<file path="src/rtl/qpwm_pkg.sv">
package qpwm_pkg;
  localparam int ENA_OFS       = 'h1C;
  localparam int CH_BASE       = 'h20;
  localparam int CH_STRIDE     = 'h10;
  localparam int CTL_OFS       = 'h0;
  localparam int RLD_OFS       = 'h4;
  localparam int CNT_OFS       = 'h8;
  localparam int EN_BIT_BASE   = 3;
  localparam int EN_BIT_STRIDE = 4;
  localparam int CTL_W         = 5;
  localparam int CTL_MODE      = 2;
  localparam int CTL_SRC       = 3;
  localparam int CTL_PARK      = 4;
  localparam int HI_LSB        = 16;

  typedef enum logic {PH_LOW = 1'b0, PH_HIGH = 1'b1} phase_e;
endpackage

</file>
<file path="src/rtl/qpwm_ext_tick.sv">
module qpwm_ext_tick #(
  parameter int STAGES = 2
) (
  input  logic clk,
  input  logic rst_n,
  input  logic ext_clk,
  output logic tick
);
  logic [STAGES-1:0] sync_q, sync_d;
  logic              prev_q, prev_d;

  always_comb begin
    sync_d = {sync_q[STAGES-2:0], ext_clk};
    prev_d = sync_q[STAGES-1];
  end

  always_ff @(posedge clk or negedge rst_n) begin
    if (!rst_n) begin
      sync_q <= '0;
      prev_q <= 1'b0;
    end else begin
      sync_q <= sync_d;
      prev_q <= prev_d;
    end
  end

  assign tick = sync_q[STAGES-1] & ~prev_q;
endmodule

</file>
<file path="src/rtl/qpwm_regs.sv">
module qpwm_regs
  import qpwm_pkg::*;
#(
  parameter int NUM_CH = 4,
  parameter int CNT_W  = 16,
  parameter int ADDR_W = 8,
  parameter int DATA_W = 32
) (
  input  logic                      clk,
  input  logic                      rst_n,
  input  logic                      psel,
  input  logic                      penable,
  input  logic                      pwrite,
  input  logic [ADDR_W-1:0]         paddr,
  input  logic [DATA_W-1:0]         pwdata,
  output logic [DATA_W-1:0]         prdata,
  input  logic [NUM_CH*CNT_W-1:0]   cnt_flat,
  output logic [NUM_CH-1:0]         en_o,
  output logic [NUM_CH*CTL_W-1:0]   ctrl_flat,
  output logic [NUM_CH*CNT_W-1:0]   rl_hi_flat,
  output logic [NUM_CH*CNT_W-1:0]   rl_lo_flat
);
  logic              wr_en;
  logic [NUM_CH-1:0] en_q, en_d;
  logic [CTL_W-1:0]  ctrl_q [NUM_CH];
  logic [CTL_W-1:0]  ctrl_d [NUM_CH];
  logic [CNT_W-1:0]  hi_q   [NUM_CH];
  logic [CNT_W-1:0]  hi_d   [NUM_CH];
  logic [CNT_W-1:0]  lo_q   [NUM_CH];
  logic [CNT_W-1:0]  lo_d   [NUM_CH];
  logic [DATA_W-1:0] rdata;

  function automatic logic hit(input logic [ADDR_W-1:0] a, input int ofs);
    return a == ADDR_W'(ofs);
  endfunction

  assign wr_en = psel & penable & pwrite;

  always_comb begin
    en_d  = en_q;
    rdata = '0;
    if (hit(paddr, ENA_OFS)) begin
      for (int c = 0; c < NUM_CH; c++) begin
        rdata[EN_BIT_BASE + EN_BIT_STRIDE*c] = en_q[c];
        if (wr_en) en_d[c] = pwdata[EN_BIT_BASE + EN_BIT_STRIDE*c];
      end
    end
    for (int c = 0; c < NUM_CH; c++) begin
      ctrl_d[c] = ctrl_q[c];
      hi_d[c]   = hi_q[c];
      lo_d[c]   = lo_q[c];
      if (hit(paddr, CH_BASE + CH_STRIDE*c + CTL_OFS)) begin
        rdata[CTL_W-1:0] = ctrl_q[c];
        if (wr_en) ctrl_d[c] = pwdata[CTL_W-1:0];
      end
      if (hit(paddr, CH_BASE + CH_STRIDE*c + RLD_OFS)) begin
        rdata[HI_LSB +: CNT_W] = hi_q[c];
        rdata[0 +: CNT_W]      = lo_q[c];
        if (wr_en) begin
          hi_d[c] = pwdata[HI_LSB +: CNT_W];
          lo_d[c] = pwdata[0 +: CNT_W];
        end
      end
      if (hit(paddr, CH_BASE + CH_STRIDE*c + CNT_OFS)) begin
        rdata[0 +: CNT_W] = cnt_flat[c*CNT_W +: CNT_W];
      end
    end
  end

  always_ff @(posedge clk or negedge rst_n) begin
    if (!rst_n) begin
      en_q <= '0;
      for (int c = 0; c < NUM_CH; c++) begin
        ctrl_q[c] <= '0;
        hi_q[c]   <= '0;
        lo_q[c]   <= '0;
      end
    end else begin
      en_q <= en_d;
      for (int c = 0; c < NUM_CH; c++) begin
        ctrl_q[c] <= ctrl_d[c];
        hi_q[c]   <= hi_d[c];
        lo_q[c]   <= lo_d[c];
      end
    end
  end

  assign prdata = (psel && !pwrite) ? rdata : '0;
  assign en_o   = en_q;

  for (genvar c = 0; c < NUM_CH; c++) begin : g_flat
    assign ctrl_flat[c*CTL_W +: CTL_W]  = ctrl_q[c];
    assign rl_hi_flat[c*CNT_W +: CNT_W] = hi_q[c];
    assign rl_lo_flat[c*CNT_W +: CNT_W] = lo_q[c];
  end
endmodule

</file>
<file path="src/rtl/qpwm_channel.sv">
module qpwm_channel
  import qpwm_pkg::*;
#(
  parameter int CNT_W = 16
) (
  input  logic             clk,
  input  logic             rst_n,
  input  logic             go,
  input  logic             tick,
  input  logic             park,
  input  logic [CNT_W-1:0] rl_hi,
  input  logic [CNT_W-1:0] rl_lo,
  output logic             pwm,
  output logic [CNT_W-1:0] cnt_o,
  output logic             run_o,
  output logic             phase_o,
  output logic [CNT_W-1:0] act_hi_o
);
  logic             run_q, run_d;
  phase_e           phase_q, phase_d;
  logic [CNT_W-1:0] cnt_q, cnt_d;
  logic [CNT_W-1:0] ahi_q, ahi_d;
  logic [CNT_W-1:0] alo_q, alo_d;

  always_comb begin
    run_d   = run_q;
    phase_d = phase_q;
    cnt_d   = cnt_q;
    ahi_d   = ahi_q;
    alo_d   = alo_q;
    if (!go) begin
      run_d   = 1'b0;
      phase_d = PH_HIGH;
      cnt_d   = '0;
    end else if (!run_q) begin
      run_d   = 1'b1;
      phase_d = PH_HIGH;
      cnt_d   = rl_hi;
      ahi_d   = rl_hi;
      alo_d   = rl_lo;
    end else if (tick) begin
      if (cnt_q != '0) begin
        cnt_d = cnt_q - 1'b1;
      end else if (phase_q == PH_HIGH) begin
        phase_d = PH_LOW;
        cnt_d   = alo_q;
      end else begin
        phase_d = PH_HIGH;
        cnt_d   = rl_hi;
        ahi_d   = rl_hi;
        alo_d   = rl_lo;
      end
    end
  end

  always_ff @(posedge clk or negedge rst_n) begin
    if (!rst_n) begin
      run_q   <= 1'b0;
      phase_q <= PH_HIGH;
      cnt_q   <= '0;
      ahi_q   <= '0;
      alo_q   <= '0;
    end else begin
      run_q   <= run_d;
      phase_q <= phase_d;
      cnt_q   <= cnt_d;
      ahi_q   <= ahi_d;
      alo_q   <= alo_d;
    end
  end

  assign pwm      = run_q & (phase_q ^ park);
  assign cnt_o    = cnt_q;
  assign run_o    = run_q;
  assign phase_o  = phase_q;
  assign act_hi_o = ahi_q;
endmodule

</file>
<file path="src/rtl/quad_pwm_apb.sv">
module quad_pwm_apb
  import qpwm_pkg::*;
#(
  parameter int NUM_CH      = 4,
  parameter int CNT_W       = 16,
  parameter int ADDR_W      = 8,
  parameter int SYNC_STAGES = 2
) (
  input  logic              pclk,
  input  logic              presetn,
  input  logic              psel,
  input  logic              penable,
  input  logic              pwrite,
  input  logic [ADDR_W-1:0] paddr,
  input  logic [31:0]       pwdata,
  output logic [31:0]       prdata,
  input  logic              ext_clk,
  output logic [NUM_CH-1:0] pwm_out
);
  logic [NUM_CH-1:0]       en_vec;
  logic [NUM_CH-1:0]       go_vec;
  logic [NUM_CH-1:0]       tick_vec;
  logic [NUM_CH-1:0]       run_vec;
  logic [NUM_CH-1:0]       phase_vec;
  logic [NUM_CH*CTL_W-1:0] ctrl_flat;
  logic [NUM_CH*CNT_W-1:0] rl_hi_flat;
  logic [NUM_CH*CNT_W-1:0] rl_lo_flat;
  logic [NUM_CH*CNT_W-1:0] cnt_flat;
  logic [NUM_CH*CNT_W-1:0] act_hi_flat;
  logic                    ext_tick;

  qpwm_regs #(
    .NUM_CH(NUM_CH), .CNT_W(CNT_W), .ADDR_W(ADDR_W), .DATA_W(32)
  ) u_regs (
    .clk(pclk), .rst_n(presetn),
    .psel(psel), .penable(penable), .pwrite(pwrite),
    .paddr(paddr), .pwdata(pwdata), .prdata(prdata),
    .cnt_flat(cnt_flat), .en_o(en_vec), .ctrl_flat(ctrl_flat),
    .rl_hi_flat(rl_hi_flat), .rl_lo_flat(rl_lo_flat)
  );

  qpwm_ext_tick #(.STAGES(SYNC_STAGES)) u_ext (
    .clk(pclk), .rst_n(presetn), .ext_clk(ext_clk), .tick(ext_tick)
  );

  for (genvar c = 0; c < NUM_CH; c++) begin : g_ch
    logic [CTL_W-1:0] ctl;
    assign ctl         = ctrl_flat[c*CTL_W +: CTL_W];
    assign go_vec[c]   = en_vec[c] & ctl[CTL_MODE];
    assign tick_vec[c] = ctl[CTL_SRC] ? 1'b1 : ext_tick;

    qpwm_channel #(.CNT_W(CNT_W)) u_ch (
      .clk(pclk), .rst_n(presetn),
      .go(go_vec[c]), .tick(tick_vec[c]), .park(ctl[CTL_PARK]),
      .rl_hi(rl_hi_flat[c*CNT_W +: CNT_W]),
      .rl_lo(rl_lo_flat[c*CNT_W +: CNT_W]),
      .pwm(pwm_out[c]),
      .cnt_o(cnt_flat[c*CNT_W +: CNT_W]),
      .run_o(run_vec[c]), .phase_o(phase_vec[c]),
      .act_hi_o(act_hi_flat[c*CNT_W +: CNT_W])
    );
  end
endmodule

</file>
<file path="config.mk">
export PLATFORM = sky130hd
export DESIGN_NAME = quad_pwm_apb
export DESIGN_NICKNAME = d
export VERILOG_FILES = /design/src/rtl/qpwm_pkg.sv /design/src/rtl/qpwm_ext_tick.sv /design/src/rtl/qpwm_regs.sv /design/src/rtl/qpwm_channel.sv /design/src/rtl/quad_pwm_apb.sv
export SDC_FILE = /design/constraint.sdc
export NUM_CORES = 1
export LEC_CHECK = 0
export BUFFER_PORTS_ARGS = -buffer_cell sky130_fd_sc_hd__buf_4
export CAP_MARGIN = 40
export CORE_UTILIZATION = 40
export DETAILED_ROUTE_END_ITERATION = 10
export SLEW_MARGIN = 20
export SYNTH_ARGS = -nofsm -noshare
export SYNTH_HDL_FRONTEND = slang
export SYNTH_SLANG_ARGS = --single-unit
</file>
<file path="constraint.sdc">
create_clock -name pclk -period 7.55 [get_ports pclk]
set_clock_uncertainty 0.1 [all_clocks]
set_input_delay 1.51 -clock pclk [delete_from_list [all_inputs] [get_ports pclk]]
set_output_delay 1.51 -clock pclk [all_outputs]
set_load 0.01 [all_outputs]
</file>
=== Yosys cells after proc, flatten, opt, wreduce, memory -nomap -nowiden ===
Index checks and enable logic that the tools add are counted.
W data, S select, Z words.

* Output and inout bits: 36
* Bits in registers: 291
* Word-level logic and storage cells: 188
* Input bits: 46

* Add/sub/neg operators: 4
* Equality and inequality tests: 33
* Bitwise logic cells: 16
* Reduce and logical (&&, ||, !) cells: 23
* Muxes and demuxes: 81

{| class="wikitable"
|+ Operators by type and width
! kind !! number
|-
| $mux W16 || 40
|-
| $mux W32 || 5
|-
| $reduce_bool A16 Y1 || 4
|-
| $sub A16 B1 Y16 const B || 4
|-
| $eq A8 B6 Y1 const B || 6
|-
| $eq A8 B7 Y1 const B || 6
|-
| $mux W1 || 32
|-
| $reduce_and A2 Y1 || 13
|-
| $ne A3 B3 Y1 const B || 8
|-
| $mux W5 || 4
|-
| $ne A2 B2 Y1 const B || 8
|-
| $reduce_and A4 Y1 || 4
|-
| $and A1 B1 Y1 || 11
|-
| $eq A8 B5 Y1 const B || 1
|-
| $ne A2 B1 Y1 const B || 4
|-
| $xor A1 B1 Y1 || 4
|-
| $logic_and A1 B1 Y1 || 1
|-
| $logic_not A1 Y1 || 1
|-
| $not A1 Y1 || 1
|}

=== Longest topological paths before layout ===
Gate-level depths: netlist of run 1.

* Word-level depth: 15
* Depth in mapped cells: 11
* Mapped depth without buffers: 8

=== Cells and area by module ===
Synthesis of run 1 repeated with hierarchy kept, for this count alone.

* Cells, all modules: 1763
* Area, all modules: 19513.7 µm²

{| class="wikitable"
|+ By module, submodules not included
! module !! seq. area each (µm²) !! area an instance (µm²) !! cells an instance !! times used
|-
| qpwm_channel at g_ch[0].u_ch ... || 1252.5 || 2864.0 || 266 || 3
|-
| qpwm_regs || 3803.6 || 7881.3 || 678 || 1
|-
| qpwm_channel at g_ch[3].u_ch || 1252.5 || 2901.5 || 275 || 1
|-
| qpwm_ext_tick || 75.1 || 88.8 || 4 || 1
|-
| quad_pwm_apb || 0.0 || 50.0 || 8 || 1
|}

=== Worst setup path after synthesis of run 1 ===
OpenSTA, ideal clock, no wires.

* Path type: input port to output port
* Start point: input port paddr[4]
* End point: output port prdata[19]
* Cell stages on the path: 8
* Data required time: 5.940 ns
* Data arrival time: 3.593 ns
* Path buffers: 4
* Setup slack: 2.347 ns
* Cells stage by stage: clkbuf_1 or4b_2 clkbuf_1 nor2_1 clkbuf_1 buf_1 a222oi_1 a21oi_1

* Cells in the longest elaborated chain, start to end: 6
* Elaborated cells on any way between the ends: 9
* Those cells by class: eq/ne (4); mux (5)

{| class="wikitable"
|+ RTL lines
! element !! line !! source
|-
| start, declared || quad_pwm_apb.sv:14 || <nowiki>input logic [ADDR_W-1:0] paddr,</nowiki>
|-
| $eq A8 B6 Y1 || qpwm_regs.sv:34 || <nowiki>return a == ADDR_W'(ofs);</nowiki>
|-
| $mux W32 (3 in a row) || qpwm_regs.sv:56 || <nowiki>if (hit(paddr, CH_BASE + CH_STRIDE*c + RLD_OFS)) begin</nowiki>
|-
| $mux W32 (*) || qpwm_regs.sv:56 ||
|-
| $mux W32 (*) || qpwm_regs.sv:88 || <nowiki>assign prdata = (psel && !pwrite) ? rdata : '0;</nowiki>
|-
| end, declared || quad_pwm_apb.sv:16 || <nowiki>output logic [31:0] prdata,</nowiki>
|}

Every way passes the cells marked *; elsewhere a longest branch is shown, timed or not.

=== Worst setup path in the final report of run 1 ===
* Start point: input port paddr[2]
* End point: output port prdata[9]

* Cells in the longest elaborated chain, start to end: 10
* Elaborated cells on any way between the ends: 17
* Those cells by class: eq/ne (8); mux (9)

{| class="wikitable"
|+ RTL lines
! element !! line !! source
|-
| $eq A8 B6 Y1 || qpwm_regs.sv:34 ||
|-
| $mux W32 || qpwm_regs.sv:56 ||
|-
| $mux W16 || qpwm_regs.sv:64 || <nowiki>if (hit(paddr, CH_BASE + CH_STRIDE*c + CNT_OFS)) begin</nowiki>
|-
| $mux W32 || qpwm_regs.sv:56 ||
|-
| $mux W16 || qpwm_regs.sv:64 ||
|-
| $mux W32 || qpwm_regs.sv:56 ||
|-
| $mux W16 || qpwm_regs.sv:64 ||
|-
| $mux W32 || qpwm_regs.sv:56 ||
|-
| $mux W16 (*) || qpwm_regs.sv:64 ||
|-
| $mux W32 (*) || qpwm_regs.sv:88 ||
|}

Marked as above.

==> run_results.csv, run 1 <==
group,metric,value,unit
run_status,run_status,"finished, final reports clean",
worst_setup_path,reg2reg_to,"g_ch[3].u_ch.alo_q[13]",
timing,timing.fmax,163,MHz
clocking,clock_sinks,291,
clocking,cts.repair.resized,0,
placement,place_area,17000,sq um
synth,syn_nets,1619,
hold_path,min_to,"u_ext.sync_q[1]",
synth,ys_seq_area_frac,0.459,
timing,finalSetupViolCount,0,
worst_setup_path,r2r_slack,3.77,ns
final_layout,nNetsFinal,1658,
floorplanning,fp.coreArea,38900,sq um
route,wl,58.1,mm
synth,synth_common_cells,"dfrtp_1, mux2_2, nand2_1",
hold_path,min_from,"u_ext.sync_q[0]",
synth,ys.flop_type,"dfrtp_1",
route,drt_iter0_markers,1583,
placement,dpl.hpwl,42.7,mm
synth,syn-instance-count,1565,
route,drt-met1-wl,25.8,mm
final_layout,drive_above_1_share,0.260,
timing,worstMarginPinSlew,1.02,ns
route,drc,0,
final_layout,fillCellCount,3706,
global_routing,grt_usage,0.285,
timing,post-route-min-period,6.15,ns
clocking,insertion_delay,0.54,ns
route,ant_nets,0,
worst_setup_path,reg2reg_from,"g_ch[3].u_ch.cnt_o[0]",
route,wl_per_cell,27.1,um
worst_setup_path,startpoint_type,"input port",
power_and_ir_drop,leakagePower,8.36,nW
clocking,clk_path_buf_depth,3,
timing,timing.max_slew.rel_slack,0.317,
route,routed.top_layer,"met4",
worst_setup_path,cp.arrival,4.54,ns
worst_setup_path,path_max_fanout,34,
floorplanning,chipWidth,201,um
worst_setup_path,cpMaxStageDelayCell,"or4b_2",
global_routing,grt_pass1_wl,86.7,mm
worst_setup_path,critical_path.startpoint,"paddr[2]",
route,num_vias,13628,
worst_setup_path,critical_path_class,"input port to primary output",
power_and_ir_drop,ir_worst_vdd,0.000122,V
worst_setup_path,ff2ff_path_depth,10,
clocking,cts-buffers-inserted,36,
timing,hold_viol_final,0,
synth,synth_top_family_by_area,"multiplexers",
worst_setup_path,crit_buf_inv,3,
global_routing,grt_max_degree,173,
synth,synth_compound_area_frac,0.165,
synth,synth_edf_count,0,
synth,synth_largest_area_cell,"dfrtp_1",
floorplanning,die_h,201,um
clocking,cts_tree,"built",
synth,synth_xor_area_frac,0.0215,
global_routing,first_global_vias,12807,
floorplanning,io_pins,82,
job,cap_violations,0,
route,route.met3.wl,4.86,mm
route,detail_route.vias_per_cell,6.35,
synth,yosysWarnings,0,
final_layout,design_area,18100,sq um
timing,tns,0,ns
worst_setup_path,end_kind,"primary output",
floorplanning,initial_core_util,0.408,
synth,synth.distinct_cells,78,
synth,avgSynthCellArea,10.1,sq um
timing,fin_crit_sh,0.814,
synth,synth.mux.area_fraction,0.168,
placement,portBuffers,81,
clocking,postCtsHoldBufs,0,
floorplanning,dieArea,40500,sq um
worst_setup_path,crit_chain,"buf_4, or4b_2, nor2_2, buf_4, a221oi_1, a21oi_1, nor3_1, nor3_1, buf_4",
synth,synth.most_common_cell,"dfrtp_1",
clocking,h-tree-depth,2,
route,dr_wl_met2,25.1,mm
placement,place_congestion,0.922,
synth,synthAdderAreaFrac,0.00631,
hold_path,hp-class,"flop to flop",
worst_setup_path,crit_required,5.94,ns
hold_path,hold_depth,0,
synth,netlist.area_leader.share,0.453,
clocking,cts_setup_buffers,0,
synth,synth_area_leaders,"dfrtp_1, mux2_2, a21oi_1, o21ai_0, nand2_1",
final_layout,syn_to_final_growth,14.0,%
timing,slew_violations,0,
global_routing,antenna_found_initial,0,
synth,synth-simple-area-share,0.143,
final_layout,diodes,0,
route,drtPass1Iterations,8,
synth,syn-cell-area,15900,sq um
power_and_ir_drop,powerDensity,188,nW/um^2
global_routing,grt_overflow,0,
worst_setup_path,slowest_delay,0.88,ns
synth,async_flop_share,1.00,
worst_setup_path,crit_path_frequent_cell,"buf_4",
worst_setup_path,path_delay_family,"simple AND/OR/NAND/NOR gates",
floorplanning,rows,72,
timing,rsz0062_at_grt,"no",
synth,synth-seq-cells,291,
clocking,clk_pin_slew_worst_paths,0.05,ns
clocking,cts_root_buf,"clkbuf_16",
[worst max path at each step]
| stage | cells after the start | endpoint |
|---|---|---|
| after floorplan | 8 | prdata[19] |
| after global placement | 9 | prdata[9] |
| after detailed placement | 9 | prdata[9] |
| after CTS | 9 | prdata[9] |
| after global routing | 8 | prdata[5] |
| final | 9 | prdata[9] |
[cells in the final DEF (no fill, tap or decap), types with 7 or more instances in the layout]
cell type  count
dfrtp_1      287
mux2_2       205
nand2_1      116
nor2_1       107
buf_4        101
a21oi_1       97
o21ai_0       92
nor3_1        55
o22ai_1       41
nand3_1       37
clkbuf_16     37
inv_1         27
mux2i_1       26
a22oi_1       21
xnor2_1       21
a31oi_1       19
xor2_1        18
nor4_1        17
nand3b_1      16
a222oi_1      15
a221oi_1      14
nor2b_1       13
nand4_1       12
o31ai_1       12
o211ai_1      10
a211oi_1      10
o221ai_1       9
nor3b_1        8
or2_2          8
ha_1           8
clkbuf_1       8
clkinv_2       8
nand2b_1       7
a21o_1         7
mux2_4         7
[through the flow]
step                worst slack, ns  hold WS (ns)  utilization  std cells  total power, mW
floorplan                      2.35         0.231            -       1565             1.67
global placement               1.46         0.239        0.433       2073             1.77
detailed placement             1.43         0.246        0.436       2082             1.77
CTS                            1.41         0.259        0.464       2145             3.42
global route                   1.32         0.266        0.465       2147             3.49
finish                         1.40         0.254        0.465       2147             3.39
[area by class of cell]
| type | instances | area (sq um) | share of cell area |
|---|---|---|---|
| Sequential cell | 291 | 7290 | 0.403 |
| Inverter | 28 | 105 | 0.00581 |
| Tap cell | 518 | 648 | 0.0358 |
| Clock inverter | 13 | 81.3 | 0.00450 |
| Clock buffer | 50 | 1020 | 0.0567 |
| Multi-Input combinational cell | 1136 | 8040 | 0.445 |
| Timing Repair Buffer | 111 | 901 | 0.0498 |
[registers in the layout, indices dropped and copies added, names as in the netlist]
signal and count:
g_ch.u_ch.alo_q 64, g_ch.u_ch.cnt_o 64, g_ch.u_ch.phase_o 4, g_ch.u_ch.run_o 4
u_ext.prev_q 1, u_ext.sync_q 2, u_regs.ctrl_flat 20, u_regs.en_o 4
u_regs.rl_hi_flat 64, u_regs.rl_lo_flat 64
[cells by family (layout without fill, tap and decap cells)]
logic type / after synthesis / count (layout)
fa+ha+maj: 8 / 8
flops: 291 / 291
buf+inv: 138 / 202
xor+xnor: 39 / 39
simple gates: 449 / 449
mux: 238 / 238
compound gates: 402 / 402
[layer usage]
metal / up-vias / track usage
met2: 710 / 0.421
li1: 5913 / -
met1: 6884 / 0.415
met4: 0 / 0.112
met3: 121 / 0.0484
met5: - / 0
[report_power, final]
group,total [mW],switching [mW],internal (mW)
Clock,1.65,0.697,0.951
Combinational,0.151,0.103,0.0472
Sequential,1.59,0.0191,1.57
[worst register-to-register path, stage by stage (launching register included)]
cell	delay [ns]
dfrtp_1	0.50
inv_1	0.16
ha_1	0.20
or3b_2	0.45
nor4_1	0.43
and2_1	0.50
buf_6	0.23
a21oi_2	0.15
nand2b_1	0.42
buf_6	0.27
mux2_2	0.28
Note: power is estimated with default switching activity, not from simulation.
==> run 2: changes to the inputs <==
--- a/config.mk
+++ b/config.mk
@@ -5,6 +5,7 @@
 export SDC_FILE = /design/constraint.sdc
 export NUM_CORES = 1
 export LEC_CHECK = 0
+export ABC_AREA = 1
 export BUFFER_PORTS_ARGS = -buffer_cell sky130_fd_sc_hd__buf_4
 export CAP_MARGIN = 40
 export CORE_UTILIZATION = 40
==> constraint.sdc (replaced) <==
create_clock -name pclk -period 6.2 [get_ports pclk]
set_clock_uncertainty 0.1 [all_clocks]
set_input_delay 1.24 -clock pclk [delete_from_list [all_inputs] [get_ports pclk]]
set_output_delay 1.24 -clock pclk [all_outputs]
set_load 0.01 [all_outputs]
==> run_results.csv, run 2 <==
group,metric,value,unit
route,num_vias,14823,
timing,fin_crit_sh,0.787,
worst_setup_path,cp.depth,10,
synth,syn-instance-count,2071,
floorplanning,io_pins,82,
route,drt_iter0_markers,1629,
global_routing,grt_usage,0.286,
hold_path,min_from,"u_ext.sync_q[0]",
synth,synth-seq-cells,291,
synth,synth.most_common_cell,"nand2_1",
power_and_ir_drop,ir_worst_vdd,0.000172,V
worst_setup_path,reg2reg_to,"g_ch[2].u_ch.alo_q[12]",
synth,synth.distinct_cells,52,
worst_setup_path,ff2ff_path_depth,8,
synth,synth_largest_area_cell,"dfrtp_1",
clocking,cts_tree,"built",
placement,place_area,16900,sq um
global_routing,grt_max_degree,150,
final_layout,drive_above_1_share,0.107,
final_layout,design_area,18100,sq um
timing,hold_viol_final,0,
worst_setup_path,critical_path_class,"input port to primary output",
route,wl,57.8,mm
clocking,clk_path_buf_depth,3,
worst_setup_path,path_delay_family,"compound AO/OA/AOI/OAI gates",
worst_setup_path,crit_buf_inv,4,
global_routing,antenna_found_initial,3,
synth,netlist.area_leader.share,0.451,
timing,rsz0062_at_grt,"no",
job,cap_violations,0,
worst_setup_path,r2r_slack,2.98,ns
worst_setup_path,slowest_delay,0.57,ns
placement,dpl.hpwl,42.4,mm
power_and_ir_drop,powerDensity,232,nW/um^2
worst_setup_path,startpoint_type,"input port",
timing,tns,0,ns
synth,avgSynthCellArea,7.69,sq um
floorplanning,dieArea,40600,sq um
route,ant_nets,0,
hold_path,min_to,"u_ext.sync_q[1]",
global_routing,grt_pass1_wl,87.5,mm
run_status,run_status,"finished, final reports clean",
clocking,postCtsHoldBufs,0,
clocking,h-tree-depth,2,
synth,syn-cell-area,15900,sq um
hold_path,hold_depth,0,
floorplanning,fp.coreArea,39000,sq um
worst_setup_path,crit_chain,"buf_4, inv_1, nand2_1, nor2_2, nand2_1, o22ai_1, o211ai_1, o21bai_1, inv_1, buf_4",
timing,finalSetupViolCount,0,
synth,syn_nets,2125,
floorplanning,initial_core_util,0.408,
timing,timing.max_slew.rel_slack,0.426,
worst_setup_path,crit_required,4.86,ns
floorplanning,rows,72,
floorplanning,chipWidth,202,um
synth,ys.flop_type,"dfrtp_1",
worst_setup_path,cpMaxStageDelayCell,"o22ai_1",
route,drc,0,
route,drtPass1Iterations,6,
hold_path,hp-class,"flop to flop",
synth,synth_edf_count,0,
worst_setup_path,cp.arrival,3.54,ns
placement,place_congestion,0.938,
route,detail_route.vias_per_cell,5.59,
timing,post-route-min-period,4.88,ns
route,wl_per_cell,21.8,um
synth,ys_seq_area_frac,0.457,
timing,slew_violations,0,
clocking,cts_setup_buffers,0,
synth,synth_area_leaders,"dfrtp_1, nand2_1, o21ai_0, inv_1, nor2_1",
clocking,cts-buffers-inserted,35,
global_routing,first_global_vias,14051,
clocking,cts.repair.resized,0,
synth,synth_common_cells,"nand2_1, o21ai_0, dfrtp_1",
power_and_ir_drop,leakagePower,8.44,nW
global_routing,grt_overflow,0,
clocking,clock_sinks,291,
synth,async_flop_share,1.00,
final_layout,nNetsFinal,2162,
final_layout,layout_common_cells,"nand2_1, o21ai_0, dfrtp_1, inv_1, nor2_1",
floorplanning,die_h,202,um
clocking,clk_pin_slew_worst_paths,0.05,ns
worst_setup_path,end_kind,"primary output",
synth,yosysWarnings,0,
clocking,insertion_delay,0.55,ns
worst_setup_path,reg2reg_from,"g_ch[2].u_ch.cnt_o[0]",
final_layout,syn_to_final_growth,13.8,%
timing,worstMarginPinSlew,0.859,ns
worst_setup_path,path_max_fanout,25,
final_layout,mostFrequentLayoutCell,"nand2_1",
placement,portBuffers,81,
clocking,cts_root_buf,"clkbuf_16",
timing,timing.fmax,205,MHz
==> run 2: changes by cell type after synthesis, sizes merged, moves of 25 or more <==
cell	previous run	this run
o211ai	10	39
nand3	37	62
nand2	116	445
nor3	60	19
mux2	212	9
inv	27	267
clkbuf	86	51
a21oi	98	71
o21ai	92	385
nor2	114	184
==> run 2: final cells by class <==
type	instances	area (sq um)
Timing Repair Buffer	97	836
Sequential cell	291	7290
Antenna cell	1	2.50
Tap cell	518	648
Inverter	271	1020
Clock buffer	54	1080
Multi-Input combinational cell	1412	7160
Fill cell	3903	20900
Clock inverter	8	93.8
==> run 2: logic make-up after synthesis <==
| group | after synthesis | synth area share |
|---|---|---|
| AOI/OAI and AO/OA | 599 | 0.210 |
| xor gates and xnor gates | 43 | 0.0236 |
| adders and majority gates | 8 | 0.00628 |
| buffers and inverters | 368 | 0.0932 |
| DFF | 291 | 0.457 |
| muxes | 20 | 0.0142 |
| and+or+nand+nor | 742 | 0.195 |
==> run 2: power breakdown <==
part	total (mW)	internal, mW	switching [mW]
clock	2.12	1.28	0.837
sequential	1.93	1.92	0.0189
combinational	0.152	0.0398	0.112
total	4.20	3.24	0.967
==> run 2: worst max path at each step <==
| stage | from | endpoint | slack, ns |
|---|---|---|---|
| after detailed placement | paddr[6] | prdata[5] | 1.46 |
| after floorplan | paddr[1] | prdata[23] | 2.38 |
| after global placement | paddr[6] | prdata[5] | 1.52 |
| after global routing | paddr[6] | prdata[5] | 1.18 |
| after CTS | paddr[6] | prdata[5] | 1.45 |
| final | paddr[0] | prdata[10] | 1.32 |
==> run 2: metal layers <==
layer | wire, um | GRT usage
met3 | 5300 | 0.0586
met2 | 25600 | 0.440
met1 | 24400 | 0.389
met4 | 2480 | 0.122
met5 | 13 | 0
==> run 2: per-stage QoR <==
stage	total power [mW]	worst slack (ns)	util	instances	hold slack (ns)
floorplan	2.01	2.38	-	2071	0.231
global placement	2.12	1.52	0.431	2581	0.252
detailed placement	2.12	1.46	0.433	2586	0.235
CTS	4.23	1.45	0.463	2648	0.248
global route	4.32	1.18	0.465	2651	0.250
finish	4.20	1.32	0.465	2652	0.247
